`src/rtl/adl_pkg.sv`:
```
package adl_pkg;
   // widest supported run counter
   localparam int ADL_MAX_W = 31;
   // narrowest useful run counter
   localparam int ADL_MIN_W = 2;

   typedef enum logic {
      ADL_LVL_LOW  = 1'b0,
      ADL_LVL_HIGH = 1'b1
   } adl_level_e;
endpackage

```
`src/rtl/adl_len_latch.sv`:
```
module adl_len_latch #(
   parameter int CNT_W = 15
) (
   input  logic             clk,
   input  logic             rst_n,
   input  logic             start,
   input  logic [CNT_W-1:0] len_in,
   output logic [CNT_W-1:0] n_use,
   output logic [CNT_W-1:0] n_act_q
);
   localparam logic [CNT_W-1:0] N_ONE = {{(CNT_W-1){1'b0}}, 1'b1};

   logic [CNT_W-1:0] n_eff;

   // a zero length behaves as the minimum of one cycle
   assign n_eff = (len_in == '0) ? N_ONE : len_in;
   // a new run takes the live length, a running one keeps its captured value
   assign n_use = start ? n_eff : n_act_q;

   always_ff @(posedge clk or negedge rst_n) begin
      if (!rst_n) begin
         n_act_q <= N_ONE;
      end else if (start) begin
         n_act_q <= n_eff;
      end
   end

   // captured length is never zero
   a_r7_len_nonzero: assert property (@(posedge clk) disable iff (!rst_n)
      n_act_q != '0);
endmodule

```
`src/rtl/adl_run_counter.sv`:
```
module adl_run_counter #(
   parameter int CNT_W = 15
) (
   input  logic             clk,
   input  logic             rst_n,
   input  logic             fav,
   input  logic [CNT_W-1:0] n_use,
   output logic [CNT_W-1:0] run_q,
   output logic             reached
);
   logic [CNT_W:0]   cnt_inc;
   logic [CNT_W-1:0] run_d;

   assign cnt_inc = {1'b0, run_q} + {{CNT_W{1'b0}}, 1'b1};
   // the current sample completes a run of at least n_use favoured cycles
   assign reached = fav && (cnt_inc >= {1'b0, n_use});

   always_comb begin
      if (!fav) begin
         run_d = '0;
      end else if (reached) begin
         run_d = n_use;            // saturate at the run length
      end else begin
         run_d = cnt_inc[CNT_W-1:0];
      end
   end

   always_ff @(posedge clk or negedge rst_n) begin
      if (!rst_n) begin
         run_q <= '0;
      end else begin
         run_q <= run_d;
      end
   end

   // a non-favoured sample always clears the run
   a_r3_run_clears: assert property (@(posedge clk) disable iff (!rst_n)
      !fav |=> (run_q == '0));
endmodule

```
`src/rtl/adl_level_map.sv`:
```
module adl_level_map #(
   parameter bit FAVOR_HIGH = 1'b1
) (
   input  logic din,
   input  logic reached,
   output logic fav,
   output logic out_lvl
);
   if (FAVOR_HIGH) begin : g_fav_high
      assign fav     = din;
      assign out_lvl = reached;
   end else begin : g_fav_low
      assign fav     = ~din;
      assign out_lvl = ~reached;
   end
endmodule

```
`src/rtl/asym_level_delay.sv`:
```
module asym_level_delay #(
   parameter int CNT_W      = 15,
   parameter bit FAVOR_HIGH = 1'b1
) (
   input  logic             clk,
   input  logic             rst_n,
   input  logic             din,
   input  logic [CNT_W-1:0] delay_len,
   output logic             dout
);
   import adl_pkg::*;

   localparam logic FAV_LVL = FAVOR_HIGH ? ADL_LVL_HIGH : ADL_LVL_LOW;

   if (CNT_W < ADL_MIN_W || CNT_W > ADL_MAX_W) begin : g_bad_width
      $error("asym_level_delay: CNT_W out of supported range");
   end

   logic             fav;
   logic             reached;
   logic             out_lvl;
   logic             start;
   logic [CNT_W-1:0] run_q;
   logic [CNT_W-1:0] n_use;
   logic [CNT_W-1:0] n_act_q;
   logic             dout_q;

   assign start = fav && (run_q == '0);

   adl_level_map #(.FAVOR_HIGH(FAVOR_HIGH)) u_map (
      .din     (din),
      .reached (reached),
      .fav     (fav),
      .out_lvl (out_lvl)
   );

   adl_len_latch #(.CNT_W(CNT_W)) u_len (
      .clk     (clk),
      .rst_n   (rst_n),
      .start   (start),
      .len_in  (delay_len),
      .n_use   (n_use),
      .n_act_q (n_act_q)
   );

   adl_run_counter #(.CNT_W(CNT_W)) u_cnt (
      .clk     (clk),
      .rst_n   (rst_n),
      .fav     (fav),
      .n_use   (n_use),
      .run_q   (run_q),
      .reached (reached)
   );

   always_ff @(posedge clk or negedge rst_n) begin
      if (!rst_n) begin
         dout_q <= ~FAV_LVL;
      end else begin
         dout_q <= out_lvl;
      end
   end

   assign dout = dout_q;

   // a non-favoured input shows at the output one cycle later
   a_r3_fast_level: assert property (@(posedge clk) disable iff (!rst_n)
      (din != FAV_LVL) |=> (dout != FAV_LVL));

   // a favoured output needs a favoured input in the previous cycle
   a_r2_fav_follows_input: assert property (@(posedge clk) disable iff (!rst_n)
      (dout == FAV_LVL) |-> ($past(din) == FAV_LVL));

   // a favoured output only after a full run of the captured length
   a_r4_full_run: assert property (@(posedge clk) disable iff (!rst_n)
      (dout == FAV_LVL) |-> (run_q == n_act_q));

   // the captured length holds while a run continues
   a_r8_len_held: assert property (@(posedge clk) disable iff (!rst_n)
      (fav && (run_q != '0)) |=> $stable(n_act_q));

   // the counter never passes the captured length
   a_r9_run_bounded: assert property (@(posedge clk) disable iff (!rst_n)
      run_q <= n_act_q);
endmodule

```
`config.mk`:
```
export PLATFORM = sky130hd
export DESIGN_NAME = asym_level_delay
export DESIGN_NICKNAME = d
export VERILOG_FILES = /design/src/rtl/adl_pkg.sv /design/src/rtl/adl_len_latch.sv /design/src/rtl/adl_run_counter.sv /design/src/rtl/adl_level_map.sv /design/src/rtl/asym_level_delay.sv
export SDC_FILE = /design/constraint.sdc
export NUM_CORES = 1
export LEC_CHECK = 0
export CAP_MARGIN = 15
export CORE_MARGIN = 5
export CORE_UTILIZATION = 40
export CTS_CLUSTER_DIAMETER = 50
export DETAILED_ROUTE_END_ITERATION = 8
export DONT_BUFFER_PORTS = 1
export PLACE_DENSITY = 0.55
export REMOVE_ABC_BUFFERS = 1
export SKIP_LAST_GASP = 1
export SLEW_MARGIN = 20
export SYNTH_ARGS = -nofsm -noshare
export SYNTH_HDL_FRONTEND = slang
export SYNTH_SLANG_ARGS = --single-unit
```
`constraint.sdc`:
```
create_clock -name clk -period 6.1 [get_ports clk]
set_input_delay 1.22 -clock clk [delete_from_list [all_inputs] [get_ports clk]]
set_output_delay 1.22 -clock clk [all_outputs]
set_load 0.02 [all_outputs]
```
==> metrics <==
Yosys warning total=0; n_diodes=0; largest net degree at the start of global routing=32; clock tree sinks=31; first-pass GRT wire length=around 7200 µm; hold_buf cts=0; maximum clock rate=around 240 MHz; dpl hpwl=3333 µm; MaxCap Viol Count=0; GP Congestion=just over 0.8; CP arrival=approximately 4400 ps; DR vias=roughly 1400; period utilisation layout=about 70%; worst slew pin tran=~670 ps; Slew Viols, Final=0; commonest cells after routing, fill and taps aside=dfrtp_1, inv_1, ha_1; GR Util met1=between 10% and 20%; Area Overhead vs Synth=7.238%; FF+latch count, synth=31; clock tree buffer depth=2; starting density of the core=between 40 and 50%; cts bufs inserted=5; post-route DRC violation count=0; initial antenna violation count=0; I/O Buffers=0; Worst slew margin=a little over half; crit-path max cell delay=roughly 540 ps; clock-pin slew on the worst setup and hold paths=approximately 70 ps; Startpoint Class=input pin; leakage=~1.2 nW; final WL=4299 µm; post-route insts no fill=about 260; CTS tree=built; TNS Setup=0 ps; initial DRC count=around 120; EDFF count, synth=0; Post-Place Cells=249; Rows=25; # IOs=19; Die Ht=approximately 80 µm; final setup fails=0; CP delay by family, top=compound AO/OA/AOI/OAI gates; Pre-Repair DR Iteration Count=4; CTS H-tree lvls=2; PnR worst setup slack=~1900 ps; Post-synth ARST share=100.0%; commonest non-fill, non-tap cell in the layout=dfrtp_1; CP dominant cell by count=a21o_1; main flop type after synthesis=dfrtp_1; critical path endpoint category=flop; setup bufs post-CTS=0; Die ar.=between 6000 and 7000 µm²; vias per cell=between 5 and 6; GR Util met3=~4.0%; CP Data Required Time=~6300 ps; Worst path slowest cell=or2_1; Worst Skew=slightly below 7 ps; CP max FO=21; cells after synthesis=188; pwr dens=414.7 nW/µm²; worst path cell trace=nor4b_2 > nand4_4 > mux2i_1 > ha_1 > a21o_1 > a21o_1 > a311oi_1 > o311ai_4 > or2_1 > o211a_1; status=finished, final reports clean; post-CTS sizing=0; total track usage=between 10 and 15%; later-pin clock latency in the skew report=about 280 ps; # nets final=about 220; Antenna Violating Nets Remaining=0; Syn Area/Cell=~10 µm²; Buf/Inv on CP=0; Placeable Area=4755 µm²; vias in the first global route=1501; Tot Pwr=between 800 and 900 µW; met2 global-route usage=25.17%; post-layout min period=4221 ps; Max IR drop VDD=between 0.1 and 0.15 mV; layout cells sized above 1=just under 9%; die width=roughly 80 µm; total congestion overflow=0; Crit Path Class=input pin to flop; Fill cells=~460; synth unique cells=39; GR peak layer=met2; register area share after synthesis=about two fifths; Cell Area, Synth=approximately 2000 µm²; Setup WS pre-CTS=between 1500 and 2000 ps; Hold Fails Final Rpt=0; CTS Root Cell=clkbuf_8; RSZ-0062 raised after global routing=no; post-DR wirelength/cell=16.73 µm; worst hold path type=flop to flop
[flip-flops by register name, summed over array words and instances, names as in the netlist]
signal,count
u_cnt.run_q,15
u_len.n_act_q,15
dout,1
[worst reg2reg max path, cell delays in order (launching register included)]
cell and delay (ps):
dfrtp_1 430, nand3_1 210, nor4_1 650, and3_1 260, xor2_1 210, ha_1 290
a21o_1 180, a21o_1 170, a311oi_1 390, o311ai_4 280, or2_1 540, o211a_1 330
[cells in the mapped netlist (all sizes together), types with 2 or more instances]
cell    number  area [µm²]
inv         17       63.81
and3         4       25.02
clkbuf       2       7.510
buf          5       32.53
mux2i       15       150.1
nand4        4       40.04
nor3         3       15.01
nor2         5       18.77
ha          16       200.2
xor2         6       52.55
xnor2        7       61.31
dfrtp       30       750.7
nand2       12       45.04
a21o         2       15.01
mux2         3       37.53
nor4         6       52.55
o211a       11       110.1
nand3        8       40.04
a21oi        5       25.02
nor4b        2       38.78
nand2b       2       12.51
o21ai       14       70.07
[cell type report]
class / count / area [µm²] / share of cell area, %
clock buffers: 7 / 86.33 / 4.085
repair buffers: 1 / 7.507 / 0.3552
well taps: 67 / 83.83 / 3.967
inverters: 17 / 63.81 / 3.020
flip-flops and latches: 31 / 777.0 / 36.77
multi-input cells: 133 / 1090 / 51.57
clock inverters: 1 / 5.005 / 0.2368
[path summary, 6_finish.rpt]
kind / start / endpoint / slack, ps / cells after the start
max: din / u_cnt.run_q[5] / 1880 / 10
min: u_len.n_act_q[13] / u_len.n_act_q[13] / 520 / 2
max reg2reg: u_cnt.run_q[2] / u_cnt.run_q[5] / 2060 / 11
min reg2reg: u_len.n_act_q[13] / u_len.n_act_q[13] / 520 / 2
max in group asynchronous: rst_n / u_len.n_act_q[0] / 5300 / 0
min in group asynchronous: rst_n / u_cnt.run_q[8] / 620 / 0
[routing by layer]
metal,up-vias,share of wire [%]
li1,673,-
met2,57,49
met3,6,6.9
met1,690,42
met5,-,0
met4,0,1.1
[power by group]
group | leakage (nW) | switching (mW) | total, mW | internal, mW
clock network | 0.0482 | 0.0764 | 0.167 | 0.0909
registers | 0.395 | 0.0394 | 0.317 | 0.278
logic | 0.726 | 0.230 | 0.392 | 0.161
[cells by family (layout without fill, tap and decap cells)]
kind of cell / after synthesis / count (layout) / share of synthesized area, %
buf+inv: 24 / 26 / 5.270
fa+ha+maj: 16 / 16 / 10.16
mux: 18 / 18 / 9.523
simple gates: 49 / 49 / 15.68
flops: 31 / 31 / 39.43
compound gates: 37 / 37 / 14.16
xor+xnor: 13 / 13 / 5.778
[metrics by stage]
stage	utilization [%]	cell area [µm²]	hold WS, ps
global route	44.45	2113	546.1
detailed placement	42.53	2022	509.7
floorplan	-	1931	471.8
finish	44.45	2113	518.4
CTS	44.45	2113	525.1
global placement	42.53	2022	509.5
No activity file was read; power rests on OpenSTA's default activity.
